## config.mk

```make
export PLATFORM = sky130hd
export DESIGN_NAME = ilvSyncMem
export DESIGN_NICKNAME = d
export VERILOG_FILES = /design/src/rtl/ilvPkg.sv /design/src/rtl/ilvBank.sv /design/src/rtl/ilvDatapath.sv /design/src/rtl/ilvControl.sv /design/src/rtl/ilvSyncMem.sv
export SDC_FILE = /design/constraint.sdc
export NUM_CORES = 1
export LEC_CHECK = 0
export BUFFER_PORTS_ARGS = -buffer_cell sky130_fd_sc_hd__buf_2
export CAP_MARGIN = 0
export CORE_ASPECT_RATIO = 1.25
export CORE_UTILIZATION = 40
export DETAILED_ROUTE_END_ITERATION = 10
export HOLD_SLACK_MARGIN = 0.12
export PLACE_DENSITY = 0.69
export SETUP_SLACK_MARGIN = 0.02
export SLEW_MARGIN = 30
export SYNTH_ARGS = -nofsm -noshare
export SYNTH_HDL_FRONTEND = slang
export SYNTH_SLANG_ARGS = --single-unit
export TNS_END_PERCENT = 10
```

## constraint.sdc

```tcl
create_clock -name clk -period 4.4 [get_ports clk]
set_input_delay 0.66 -clock clk [delete_from_list [all_inputs] [get_ports clk]]
set_output_delay 0.66 -clock clk [all_outputs]
set_load 0.01 [all_outputs]
```

## src/rtl/ilvPkg.sv

```systemverilog
package ilvPkg;
  // Per-cycle strobes from the control to the datapath
  typedef struct packed {
    logic fetchEn;   // present a row address to every bank this cycle
    logic streamEn;  // a word is leaving the data registers this cycle
  } ilvStrb_t;

  // Fixed read-only contents of the behavioural banks
  localparam int CELL_MUL = 257;
  localparam int CELL_XOR = 'h5A3C;
endpackage

```

## src/rtl/ilvBank.sv

```systemverilog
module ilvBank
  import ilvPkg::*;
#(
  parameter int BANK_BITS = 2,
  parameter int ROW_BITS  = 4,
  parameter int WORD_W    = 16,
  parameter int ACC_CYC   = 3,
  parameter int BANK_IDX  = 0
) (
  input  logic                clk,
  input  logic                rstN,
  input  logic                fetchEn,
  input  logic [ROW_BITS-1:0] fetchRow,
  output logic                rdValid,
  output logic [WORD_W-1:0]   rdData
);
  localparam logic [BANK_BITS-1:0] BSEL = BANK_BITS'(BANK_IDX);

  function automatic logic [WORD_W-1:0] cellWord(input logic [ROW_BITS-1:0] row);
    logic [31:0] a;
    a = 32'({row, BSEL});
    return WORD_W'(a * 32'(CELL_MUL)) ^ WORD_W'(CELL_XOR);
  endfunction

  generate
    if (ACC_CYC == 1) begin : g_direct
      assign rdValid = fetchEn;
      assign rdData  = cellWord(fetchRow);
    end else begin : g_piped
      localparam int STAGES = ACC_CYC - 1;
      logic [STAGES-1:0]   vPipe;
      logic [ROW_BITS-1:0] rowPipe [STAGES];

      always_ff @(posedge clk) begin
        if (!rstN) begin
          vPipe <= '0;
          for (int s = 0; s < STAGES; s++) rowPipe[s] <= '0;
        end else begin
          vPipe[0]   <= fetchEn;
          rowPipe[0] <= fetchRow;
          for (int s = 1; s < STAGES; s++) begin
            vPipe[s]   <= vPipe[s-1];
            rowPipe[s] <= rowPipe[s-1];
          end
        end
      end

      assign rdValid = vPipe[STAGES-1];
      assign rdData  = cellWord(rowPipe[STAGES-1]);
    end
  endgenerate
endmodule

```

## src/rtl/ilvDatapath.sv

```systemverilog
module ilvDatapath
  import ilvPkg::*;
#(
  parameter int BANK_BITS = 2,
  parameter int ROW_BITS  = 4,
  parameter int WORD_W    = 16,
  parameter int ACC_CYC   = 3
) (
  input  logic                 clk,
  input  logic                 rstN,
  input  ilvStrb_t             strb,
  input  logic [ROW_BITS-1:0]  fetchRow,
  input  logic [BANK_BITS-1:0] outBank,
  output logic [WORD_W-1:0]    outData
);
  localparam int NB = 1 << BANK_BITS;

  logic [NB-1:0]     rdValid;
  logic [WORD_W-1:0] rdData [NB];
  logic [WORD_W-1:0] mdr    [NB];

  generate
    for (genvar b = 0; b < NB; b++) begin : g_bank
      ilvBank #(
        .BANK_BITS(BANK_BITS), .ROW_BITS(ROW_BITS), .WORD_W(WORD_W),
        .ACC_CYC(ACC_CYC), .BANK_IDX(b)
      ) i_bank (
        .clk(clk), .rstN(rstN), .fetchEn(strb.fetchEn), .fetchRow(fetchRow),
        .rdValid(rdValid[b]), .rdData(rdData[b])
      );

      always_ff @(posedge clk) begin
        if (!rstN) mdr[b] <= '0;
        else if (rdValid[b]) mdr[b] <= rdData[b];
      end
    end
  endgenerate

  assign outData = mdr[outBank];


  first_word_loaded_chk: assert property (@(posedge clk) disable iff (!rstN)
    $rose(strb.streamEn) |-> $past(rdValid[0]));


  reload_row_end_chk: assert property (@(posedge clk) disable iff (!rstN)
    (rdValid[0] && strb.streamEn) |-> (outBank == BANK_BITS'(NB - 1)));
endmodule

```

## src/rtl/ilvControl.sv

```systemverilog
module ilvControl
  import ilvPkg::*;
#(
  parameter int BANK_BITS = 2,
  parameter int ROW_BITS  = 4,
  parameter int LEN_W     = 6,
  parameter int ACC_CYC   = 3
) (
  input  logic                          clk,
  input  logic                          rstN,
  input  logic                          reqValid,
  input  logic [BANK_BITS+ROW_BITS-1:0] reqAddr,
  input  logic [LEN_W-1:0]              reqLen,
  output logic                          reqReady,
  output ilvStrb_t                      strb,
  output logic [ROW_BITS-1:0]           fetchRow,
  output logic [BANK_BITS-1:0]          outBank
);
  localparam int ADDR_W = BANK_BITS + ROW_BITS;
  localparam int NB     = 1 << BANK_BITS;
  localparam int GAP_W  = BANK_BITS + 1;
  localparam int CNT_W  = $clog2(ACC_CYC + 1);

  logic                 busy, streamOn, waitOn, fetchActive;
  logic [CNT_W-1:0]     startCnt;
  logic [BANK_BITS-1:0] outBankQ;
  logic [LEN_W-1:0]     outLeft, toFetch;
  logic [ROW_BITS-1:0]  nextRow;
  logic [GAP_W-1:0]     gapCnt;

  logic                 accept, gapHit;
  logic [BANK_BITS-1:0] reqOff;
  logic [ROW_BITS-1:0]  reqRow;
  logic [LEN_W-1:0]     firstRoom, firstTake, nextTake;

  always_comb begin
    reqOff    = reqAddr[BANK_BITS-1:0];
    reqRow    = reqAddr[ADDR_W-1:BANK_BITS];
    firstRoom = LEN_W'(NB) - LEN_W'(reqOff);
    firstTake = (reqLen < firstRoom) ? reqLen : firstRoom;
    nextTake  = (toFetch < LEN_W'(NB)) ? toFetch : LEN_W'(NB);
    accept    = reqValid && !busy && (reqLen != '0);
    gapHit    = fetchActive && (gapCnt == GAP_W'(1));
  end

  // Row issue schedule: the next row goes out as many cycles after the
  // previous issue as that previous row has words to stream.
  always_ff @(posedge clk) begin
    if (!rstN) begin
      fetchActive <= 1'b0;
      nextRow     <= '0;
      toFetch     <= '0;
      gapCnt      <= '0;
    end else if (accept) begin
      nextRow     <= reqRow + ROW_BITS'(1);
      toFetch     <= reqLen - firstTake;
      gapCnt      <= GAP_W'(firstTake);
      fetchActive <= reqLen > firstTake;
    end else if (gapHit) begin
      nextRow     <= nextRow + ROW_BITS'(1);
      toFetch     <= toFetch - nextTake;
      gapCnt      <= GAP_W'(nextTake);
      fetchActive <= toFetch > nextTake;
    end else if (fetchActive) begin
      gapCnt      <= gapCnt - GAP_W'(1);
    end
  end

  // Stream launch and word counting
  always_ff @(posedge clk) begin
    if (!rstN) begin
      busy     <= 1'b0;
      streamOn <= 1'b0;
      waitOn   <= 1'b0;
      startCnt <= '0;
      outBankQ <= '0;
      outLeft  <= '0;
    end else begin
      if (accept) begin
        busy     <= 1'b1;
        outBankQ <= reqOff;
        outLeft  <= reqLen;
        if (ACC_CYC == 1) begin
          streamOn <= 1'b1;
        end else begin
          waitOn   <= 1'b1;
          startCnt <= CNT_W'(ACC_CYC - 1);
        end
      end
      if (waitOn) begin
        if (startCnt == CNT_W'(1)) begin
          waitOn   <= 1'b0;
          streamOn <= 1'b1;
        end else begin
          startCnt <= startCnt - CNT_W'(1);
        end
      end
      if (streamOn) begin
        outBankQ <= outBankQ + BANK_BITS'(1);
        outLeft  <= outLeft - LEN_W'(1);
        if (outLeft == LEN_W'(1)) begin
          streamOn <= 1'b0;
          busy     <= 1'b0;
        end
      end
    end
  end

  assign reqReady      = !busy;
  assign strb.fetchEn  = accept || gapHit;
  assign strb.streamEn = streamOn;
  assign fetchRow      = accept ? reqRow : nextRow;
  assign outBank       = outBankQ;


  accept_drops_ready_chk: assert property (@(posedge clk) disable iff (!rstN)
    (reqValid && reqReady && reqLen != '0) |=> !reqReady);


  pending_rows_busy_chk: assert property (@(posedge clk) disable iff (!rstN)
    fetchActive |-> !reqReady);


  stream_gapless_chk: assert property (@(posedge clk) disable iff (!rstN)
    (streamOn && outLeft != LEN_W'(1)) |=> streamOn);


  ready_after_last_chk: assert property (@(posedge clk) disable iff (!rstN)
    $fell(streamOn) |-> reqReady);
endmodule

```

## src/rtl/ilvSyncMem.sv

```systemverilog
module ilvSyncMem
  import ilvPkg::*;
#(
  parameter int BANK_BITS = 2,
  parameter int ROW_BITS  = 4,
  parameter int WORD_W    = 16,
  parameter int LEN_W     = 6,
  parameter int ACC_CYC   = 3
) (
  input  logic                          clk,
  input  logic                          rstN,
  input  logic                          reqValid,
  input  logic [BANK_BITS+ROW_BITS-1:0] reqAddr,
  input  logic [LEN_W-1:0]              reqLen,
  output logic                          reqReady,
  output logic                          outValid,
  output logic [WORD_W-1:0]             outData
);
  localparam int NB = 1 << BANK_BITS;

  generate
    if (NB < ACC_CYC) begin : g_tooFewBanks
      $error("bank count must be at least the bank access time");
    end
    if (LEN_W <= BANK_BITS) begin : g_lenTooNarrow
      $error("length field must be wider than the bank field");
    end
  endgenerate

  ilvStrb_t             strb;
  logic [ROW_BITS-1:0]  fetchRow;
  logic [BANK_BITS-1:0] outBank;

  ilvControl #(
    .BANK_BITS(BANK_BITS), .ROW_BITS(ROW_BITS), .LEN_W(LEN_W), .ACC_CYC(ACC_CYC)
  ) i_ctrl (
    .clk(clk), .rstN(rstN), .reqValid(reqValid), .reqAddr(reqAddr),
    .reqLen(reqLen), .reqReady(reqReady), .strb(strb),
    .fetchRow(fetchRow), .outBank(outBank)
  );

  ilvDatapath #(
    .BANK_BITS(BANK_BITS), .ROW_BITS(ROW_BITS), .WORD_W(WORD_W), .ACC_CYC(ACC_CYC)
  ) i_dp (
    .clk(clk), .rstN(rstN), .strb(strb), .fetchRow(fetchRow),
    .outBank(outBank), .outData(outData)
  );

  assign outValid = strb.streamEn;
endmodule

```

==> summary.txt <==
Layout
  • Area of the multi-input gates: ~1300 µm²
  • Most common cell after layout, fill and taps aside: dfxtp_1
  • Final instance area: 2650 µm²
  • Fillers: 571
  • Ratio of cells with drive above 1 in the final layout: 0.1615
  • Final net count: ~320
  • Register Area: about 990 µm²
  • Diodes inserted: 0
  • Most frequent cells in the layout: dfxtp_1, buf_2, nand2_1
  • Area Overhead vs Synth: 9.969%
  • Non-Filler Instances: roughly 360

Logic synthesis
  • #FFs+latches synth: between 40 and 50
  • Synthesized area per cell: 8.992 µm²
  • Main flop type after synthesis: dfxtp_1
  • Count of flip-flops with a built-in enable after synthesis: 7
  • Sequential area share after synthesis: 0.4112
  • Syn Inst Count: 268
  • Synthesized area: 2410 µm²
  • Ys Warns: 0
  • Library cells used by synthesis: 53
  • Async SR Flop Fraction: 0

Global route
  • First-pass GRT wire length: 8142 µm
  • Pin count of the biggest net entering global routing: 24
  • Grt ovf: 0
  • Vias in the first global route: approximately 1800
  • Initial antenna violation count: 0
  • Overall routing resource usage: 0.1660

Clocking
  • Clock sinks: 46
  • Clk slew on worst S/H paths: around 0.090 ns
  • Root buffer cell: clkbuf_8
  • Setup bufs post-CTS: 0
  • CTS tree: built
  • Clock latency on the worst-skew pair: about 0.3 ns
  • Hold_buf cts: 0
  • TritonCTS Buffers: 5
  • CTS Buffer Depth: 2
  • Post-cts sizing count: 0
  • CTS HTree Levels: 2

Detailed routing
  • 1st-iter DRT viols: 53
  • Antenna Nets Post-Route: 0
  • DRT Pass-1 Iters: 4
  • Routed wire per std cell: approximately 14 µm
  • Via-to-Cell Ratio: approximately 5.5
  • Final WL: between 4000 and 5000 µm
  • DR vias: approximately 2000
  • Residual DRC: 0

STA
  • Min Tclk post-route: between 3 and 4 ns
  • Period utilization: 0.7679
  • Max-slew headroom: 0.4955
  • Slew @ Worst Pin: between 0.7 and 0.8 ns
  • Setup ws final: just over 1 ns
  • Max Fclk: 296.0 MHz
  • Fin. Hold Viols: 0
  • Unrepaired setup endpoints after global routing: no
  • Final setup vio count: 0
  • Setup TNS Final: 0 ns
  • Count of pins over their slew limit: 0
  • Clock skew after layout: between 0.004 and 0.005 ns

Placed design
  • HPWL after DPL: roughly 3600 µm
  • Cells after DPL: approximately 350
  • RePlAce Congestion: around 0.73
  • Dpl ws: between 0.7 and 0.8 ns
  • Port bufs: 29
  • Placed inst area: roughly 2600 µm²

Worst setup path
  • Cell repeated most along the worst path: ha_1
  • Crit path cell chain: buf_2 > inv_1 > ha_1 > inv_1 > ha_1 > nor4_1 > o21ai_1 > mux2i_1 > ha_1 > nor2b_1 > o21a_1 > or4b_1 > a311oi_1
  • Slowest cell delay on critical path: 0.46 ns
  • Critical path type: in -> reg
  • Required time worst endpoint: approximately 4.6 ns
  • Worst Path Max Fanout: 4
  • Launching element type of the critical path: input pin
  • CP arrival: roughly 3.6 ns
  • Critical Path Sink Type: flip-flop
  • CP max stage cell: or4b_1

Floorplanning
  • Die Wd: roughly 71 µm
  • Core Rows: 31
  • Starting density of the core: 0.4142
  • Core area: between 5000 and 6000 µm²
  • Die area: approximately 6300 µm²
  • Die Height: around 90 µm
  • # IOs: 33

Power and ir drop
  • P_leak: roughly 1.1 nW
  • Max IR drop VDD: 0.2402 mV
  • Power density over cell area: ~350 nW/µm²
  • Final Power: around 940 µW

Run status
  • Status: finished clean

Run
  • Max Cap Violations: 0

Min path
  • Type of the worst min-delay path: reg -> reg
==> report_power, final <==
part / switching [mW] / internal, mW / total [mW]
logic: 0.103 / 0.0780 / 0.181
registers: 0.0294 / 0.462 / 0.491
clock network: 0.150 / 0.115 / 0.265
total: 0.283 / 0.655 / 0.937
==> kinds of logic (layout without fill, tap and decap cells) <==
| family | after synthesis | in the layout | synth area share |
|---|---|---|---|
| compound gates | 70 | 70 | 0.1890 |
| xor+xnor | 10 | 10 | 0.03634 |
| fa+ha+maj | 14 | 14 | 0.07581 |
| buf+inv | 34 | 55 | 0.06802 |
| flops | 46 | 46 | 0.4112 |
| mux | 4 | 4 | 0.01713 |
| other cells | 2 | 4 | 0.003116 |
| simple gates | 88 | 88 | 0.1994 |
==> worst paths after layout <==
check / slack, ns / to / startpoint / cells past startpoint
max: 1.02 / i_ctrl.toFetch[5]$_SDFFE_PN0P_ / reqAddr[0] / 13
min: 0.44 / i_dp.g_bank[0].i_bank.g_piped.vPipe[1]$_SDFF_PN0_ / i_dp.g_bank[0].i_bank.g_piped.vPipe[0]$_SDFF_PN0_ / 1
max reg2reg: 2.16 / i_ctrl.nextRow[2]$_SDFFE_PN0P_ / i_ctrl.busy$_SDFF_PN0_ / 7
min reg2reg: 0.44 / i_dp.g_bank[0].i_bank.g_piped.vPipe[1]$_SDFF_PN0_ / i_dp.g_bank[0].i_bank.g_piped.vPipe[0]$_SDFF_PN0_ / 1
==> cells in the mapped netlist (all sizes together) (2+ instances only) <==
| master | count | area (µm²) |
|---|---|---|
| nand3b | 3 | 35.03 |
| nor2b | 2 | 12.51 |
| clkbuf | 5 | 18.77 |
| dfxtp | 39 | 780.8 |
| o21a | 4 | 30.03 |
| xnor2 | 5 | 43.79 |
| o21ai | 14 | 70.06 |
| buf | 13 | 85.08 |
| a221oi | 2 | 17.52 |
| inv | 16 | 60.06 |
| ha | 13 | 162.7 |
| conb | 2 | 7.510 |
| o2111ai | 2 | 17.52 |
| nor3b | 3 | 22.52 |
| a21o | 2 | 15.01 |
| and2 | 8 | 50.05 |
| nand3 | 11 | 55.05 |
| a31oi | 5 | 31.28 |
| a211oi | 5 | 37.54 |
| a311oi | 4 | 35.03 |
| a21oi | 22 | 110.1 |
| nor2 | 16 | 60.06 |
| nor4 | 3 | 33.78 |
| nand2 | 24 | 90.09 |
| edfxtp | 7 | 210.2 |
| and3 | 2 | 12.51 |
| mux2i | 3 | 30.03 |
| nor3 | 4 | 25.02 |
| xor2 | 5 | 43.79 |
| nand2b | 6 | 37.54 |
==> stage by stage <==
step / hold WS, ns / util
2_1_floorplan: 0.4119 / -
3_3_place_gp: 0.4146 / 0.4394
3_5_place_dp: 0.4186 / 0.4394
4_1_cts: 0.4394 / 0.4555
5_1_grt: 0.4467 / 0.4555
6_report: 0.4358 / 0.4555
==> state kept, by name (all words and copies together), names as in the netlist, named ones only <==
name / count
i_ctrl.gapCnt: 3
i_ctrl.waitOn: 1
i_ctrl.busy: 1
i_ctrl.streamOn: 1
i_dp.g_bank.i_bank.g_piped.vPipe: 2
i_ctrl.toFetch: 6
i_ctrl.outBank: 2
i_dp.g_bank.i_bank.g_piped.rowPipe: 8
i_ctrl.outLeft: 6
i_dp.mdr: 7
i_ctrl.fetchActive: 1
i_ctrl.startCnt: 2
i_ctrl.nextRow: 4
==> per-layer routing <==
| metal | vias up | global-route usage | part of all wire |
|---|---|---|---|
| li1 | 984 | - | - |
| met1 | 937 | 0.1777 | 0.43 |
| met2 | 46 | 0.3091 | 0.52 |
| met3 | 14 | 0.02961 | 0.027 |
| met4 | 0 | 0.09091 | 0.024 |
| met5 | - | 0 | 0 |
==> worst max-delay path: cells and delay by family <==
| family | cells | cell delay, ns |
|---|---|---|
| simple gates | 3 | 0.99 |
| fa+ha+maj | 3 | 0.66 |
| buf+inv | 3 | 0.23 |
| mux | 1 | 0.36 |
| compound gates | 3 | 0.68 |
==> layout make-up <==
cell class,instances,area share
well taps,66,0.03116
clock buffers,5,0.02597
repair buffers,31,0.06043
inverters,16,0.02266
flip-flops and latches,46,0.3739
multi-input cells,190,0.4764
clock inverters,3,0.009443
No activity file was read; power rests on OpenSTA's default activity.
